**config.mk**
```make
export PLATFORM = sky130hd
export DESIGN_NAME = prio_ack
export DESIGN_NICKNAME = d
export VERILOG_FILES = /design/src/rtl/prio_ack_pkg.sv /design/src/rtl/prio_ack_scan.sv /design/src/rtl/prio_ack_merge.sv /design/src/rtl/prio_ack.sv
export SDC_FILE = /design/constraint.sdc
export NUM_CORES = 1
export LEC_CHECK = 0
export BUFFER_PORTS_ARGS = -buffer_cell sky130_fd_sc_hd__buf_2
export CORE_MARGIN = 4
export CORE_UTILIZATION = 42
export DETAILED_ROUTE_END_ITERATION = 10
export PLACE_DENSITY = 0.93
export SYNTH_ARGS = -nofsm -noshare
export SYNTH_HDL_FRONTEND = slang
export SYNTH_HIERARCHICAL = 1
export SYNTH_SLANG_ARGS = --single-unit
```
**constraint.sdc**
```tcl
create_clock -name vclk -period 1.25
set_input_delay 0.125 -clock vclk [all_inputs]
set_output_delay 0.125 -clock vclk [all_outputs]
set_load 0.02 [all_outputs]
```
**src/rtl/prio_ack_pkg.sv**
```systemverilog
package prio_ack_pkg;

  typedef enum logic [1:0] {
    SRC_NONE = 2'd0,
    SRC_A    = 2'd1,
    SRC_B    = 2'd2,
    SRC_C    = 2'd3
  } src_t;

  // Position of the most significant set bit; 0 when the vector is empty.
  function automatic logic [4:0] msb_pos(input logic [31:0] v);
    logic [4:0] p;
    p = '0;
    for (int i = 0; i < 32; i++) begin
      if (v[i]) p = 5'(i);
    end
    return p;
  endfunction

  // Fixed bus ranking: A before B before C.
  function automatic src_t rank_src(input logic hit_a, input logic hit_b,
                                    input logic hit_c);
    if (hit_a)      return SRC_A;
    else if (hit_b) return SRC_B;
    else if (hit_c) return SRC_C;
    else            return SRC_NONE;
  endfunction

  // Flag vector ordered {c, b, a}.
  function automatic logic [2:0] src_flags(input src_t s);
    case (s)
      SRC_A:   return 3'b001;
      SRC_B:   return 3'b010;
      SRC_C:   return 3'b100;
      default: return 3'b000;
    endcase
  endfunction

endpackage

```
**src/rtl/prio_ack_scan.sv**
```systemverilog
module prio_ack_scan #(
  parameter int N  = 9,
  parameter int IW = 4
) (
  input  logic [N-1:0]  req,
  input  logic [N-1:0]  en,
  output logic [N-1:0]  live,
  output logic          hit,
  output logic [IW-1:0] idx
);
  import prio_ack_pkg::*;

  logic [4:0] pos;

  assign live = req & en;
  assign hit  = |live;
  assign pos  = msb_pos(32'(live));
  assign idx  = IW'(pos);

endmodule

```
**src/rtl/prio_ack_merge.sv**
```systemverilog
module prio_ack_merge #(
  parameter int IW = 4
) (
  input  logic [2:0]          hit,
  input  logic [2:0][IW-1:0]  idx,
  output logic [2:0]          flags,
  output logic [IW-1:0]       chan
);
  import prio_ack_pkg::*;

  src_t win;

  assign win   = rank_src(hit[0], hit[1], hit[2]);
  assign flags = src_flags(win);

  always_comb begin
    case (win)
      SRC_A:   chan = idx[0];
      SRC_B:   chan = idx[1];
      SRC_C:   chan = idx[2];
      default: chan = '0;
    endcase
  end

endmodule

```
**src/rtl/prio_ack.sv**
```systemverilog
module prio_ack #(
  parameter int CHANNELS = 9,
  parameter int CHAN_W   = 4,
  parameter bit REG_OUT  = 1'b0
) (
  input  logic                clk,
  input  logic                rst_n,
  input  logic [CHANNELS-1:0] req_a,
  input  logic [CHANNELS-1:0] req_b,
  input  logic [CHANNELS-1:0] req_c,
  input  logic [CHANNELS-1:0] chan_en,
  output logic                ack_a,
  output logic                ack_b,
  output logic                ack_c,
  output logic [CHAN_W-1:0]   ack_chan
);
  localparam int NBUS = 3;

  logic [NBUS-1:0][CHANNELS-1:0] bus_req;
  logic [NBUS-1:0][CHANNELS-1:0] bus_live;
  logic [NBUS-1:0]               bus_hit;
  logic [NBUS-1:0][CHAN_W-1:0]   bus_idx;

  // Decision before the optional output stage.
  logic [2:0]        nxt_flags;
  logic [CHAN_W-1:0] nxt_chan;
  logic              any_live;

  assign bus_req = {req_c, req_b, req_a};

  for (genvar g = 0; g < NBUS; g++) begin : g_scan
    prio_ack_scan #(.N(CHANNELS), .IW(CHAN_W)) u_scan (
      .req  (bus_req[g]),
      .en   (chan_en),
      .live (bus_live[g]),
      .hit  (bus_hit[g]),
      .idx  (bus_idx[g])
    );
  end

  assign any_live = |bus_hit;

  prio_ack_merge #(.IW(CHAN_W)) u_merge (
    .hit   (bus_hit),
    .idx   (bus_idx),
    .flags (nxt_flags),
    .chan  (nxt_chan)
  );

  if (REG_OUT) begin : g_reg
    logic [2:0]        q_flags;
    logic [CHAN_W-1:0] q_chan;
    always_ff @(posedge clk or negedge rst_n) begin
      if (!rst_n) begin
        q_flags <= '0;
        q_chan  <= '0;
      end else begin
        q_flags <= nxt_flags;
        q_chan  <= nxt_chan;
      end
    end
    assign {ack_c, ack_b, ack_a} = q_flags;
    assign ack_chan              = q_chan;
  end else begin : g_comb
    assign {ack_c, ack_b, ack_a} = nxt_flags;
    assign ack_chan              = nxt_chan;
  end

endmodule

```
==> summary.md <==
| Metric | Value |
|---|---|
| Die outline area | 1840 µm² |
| Global-route wire length before repair | 3.61 mm |
| Number of nets still failing antenna checks after routing | 0 |
| Final slew viol count | 0 |
| DRC errors left | 0 |
| Static Leak | 0.512 nW |
| Critical path required time | about 1100 ps |
| Synthesized netlist net count | approximately 130 |
| Post-detailed-route wirelength per cell | between 15 and 20 µm |
| Total Wirelength | around 2.6 mm |
| Starting density of the core | 45.4% |
| Cell Pwr Density | a little over 400 nW/µm² |
| Critical path's most frequent cell | sky130_fd_sc_hd__buf_4 |
| Critical path launch point type | input pin |
| Number of antenna violations at the first check in global routing | 0 |
| Largest net degree at the start of global routing | 12 |
| Setup violators final | 7 |
| Critical Path Sink Type | output port |
| Detailed Route Iter0 Violations | 31 |
| Yosys warning count | 6 |
| Delay contributed by the slowest stage of the critical path | approximately 220 ps |
| Cells after DPL | between 150 and 200 |
| Data arrival time of the worst path | roughly 1400 ps |
| Standard-cell row count | 12 |
| Chip Width | between 40 and 50 µm |
| HPWL after DPL | around 1.8 mm |
| Final weighted congestion in routability-driven placement | 0.927 |
| Number of hold violations in the final report | 0 |
| Class of the tightest hold or removal check | input pin to output port |
| Register area | 0 µm² |
| Number of global-route vias before repair | 914 |
| Kind of cell adding the most delay to the critical path | simple AND/OR/NAND/NOR gates |
| Post-Syn Instances | slightly above 90 |
| Hold Crit Endpoint | ack_c |
| Count of boundary I/O pins | between 40 and 50 |
| Worst setup path startpoint | chan_en[5] |
| Peak clock frequency supported by timing | 651 MHz |
| Total grt overflow | 0 |
| Count of buffer and inverter cells on the critical path | 3 |
| Relative slew slack | between 80% and 90% |
| Growth of design area from synthesis to finish | 90.7% |
| Number of iterations in the first detailed-routing pass | 4 |
| Worst Max-Slew Pin Slew | 245 ps |
| Worst path setup slack after routing | -287 ps |
| Number of inserted filler cells in the final layout | between 60 and 70 |
| Critical path peak fanout | 6 |
| Worst VDD drop | about 200 µV |
| Die extent in y | ~43 µm |
| Global Route Usage Sum | 24.4% |
| Vias post-DR | 968 |
| Finished Layout Cells | roughly 170 |
| Flip-flop and latch count | 0 |
| Area inside the core boundary | ~1100 µm² |
| Max Cap Viol | 0 |
| Net count, final | 194 |
| Hold path cells | 6 |
| Cell with the largest stage delay on the worst path | sky130_fd_sc_hd__and3_4 |
| Dpl ws | -261 ps |
| Kind of critical path | input pin to output port |
| Mapped Avg Cell Area | between 5 and 6 µm² |
| Unrepaired setup endpoints after global routing | yes |
| Netlist area before placement | 512 µm² |
| Quantity of I/O buffers inserted on ports | 43 |
| Critical path, cell by cell | buf_8 -> a22oi_2 -> and3_4 -> nand4_1 -> buf_4 -> nor2b_1 -> a21oi_2 -> buf_4 |
| Startpoint of the lowest-slack hold path | req_b[8] |
| Most common cell after layout, fill and taps aside | sky130_fd_sc_hd__buf_2 |
| Post-route clock period utilization | 123% |
| Clkbuf count | 0 |
| Commonest cells after routing, fill and taps aside | sky130_fd_sc_hd__buf_2, sky130_fd_sc_hd__buf_4, sky130_fd_sc_hd__nand2_1 |
| Fraction of layout cells with a size suffix above 1 | about 50% |
| Via density per instance | 5.76 |
| Run status | finished with violations |
| Diodes inserted | 0 |
| Post-route minimum period | ~1500 ps |
| Failing checks | negative setup slack |
-- layer usage --
layer	up-vias	share of wire [%]	GRT usage, %
met4	0	4.4	9.32
met5	-	0	0
met1	429	37	24.9
met2	76	50	48.2
met3	14	9.4	2.97
li1	449	-	-
-- tightest hold or removal path: cells and delay by family --
family,cells,cell delay [ps]
buffers and inverters,3,350
AND/OR/NAND/NOR,3,210
-- power by group --
| group | switching, mW | internal (mW) |
|---|---|---|
| combinational | 0.189 | 0.205 |
| sequential | 0 | 0 |
| clock | 0 | 0 |
-- per-stage QoR --
step           hold slack, ps  util [%]  instance area (µm²)  power (mW)  TNS (ps)
2_1_floorplan             530         -                  532       0.168         0
3_3_place_gp              782      76.1                  857       0.304      -901
3_5_place_dp              787      76.1                  857       0.315     -1250
4_1_cts                   789      82.3                  927       0.348     -1020
5_1_grt                   846      86.7                  976       0.423     -2020
6_report                  804      86.7                  976       0.394     -1550
-- worst max path at each step --
stage / slack, ps / endpoint / cells past startpoint
4_1_cts: -230 / ack_chan[0] / 8
5_1_grt: -360 / ack_chan[2] / 8
2_1_floorplan: 0.7 / ack_chan[0] / 6
3_5_place_dp: -260 / ack_chan[0] / 8
3_3_place_gp: -180 / ack_chan[0] / 8
6_report: -290 / ack_chan[2] / 8
-- timing repair --
| action | CTS | global route |
|---|---|---|
| hold buffers | 0 | 0 |
| endpoints found under the hold margin | 0 | 0 |
| gates cloned | 0 | 1 |
| endpoints found under the setup margin | 6 | 6 |
| setup buffers | 2 | 3 |
| pin swaps | 5 | 7 |
| gates resized for setup | 15 | 6 |
-- final cells by class --
class              instances  area (µm²)  share of cell area, %
inverters                  6        22.5                   2.31
repair buffers            64         437                   44.7
well taps                 14        17.5                   1.79
multi-input cells         84         499                   51.2
Note: power is estimated with default switching activity, not from simulation.
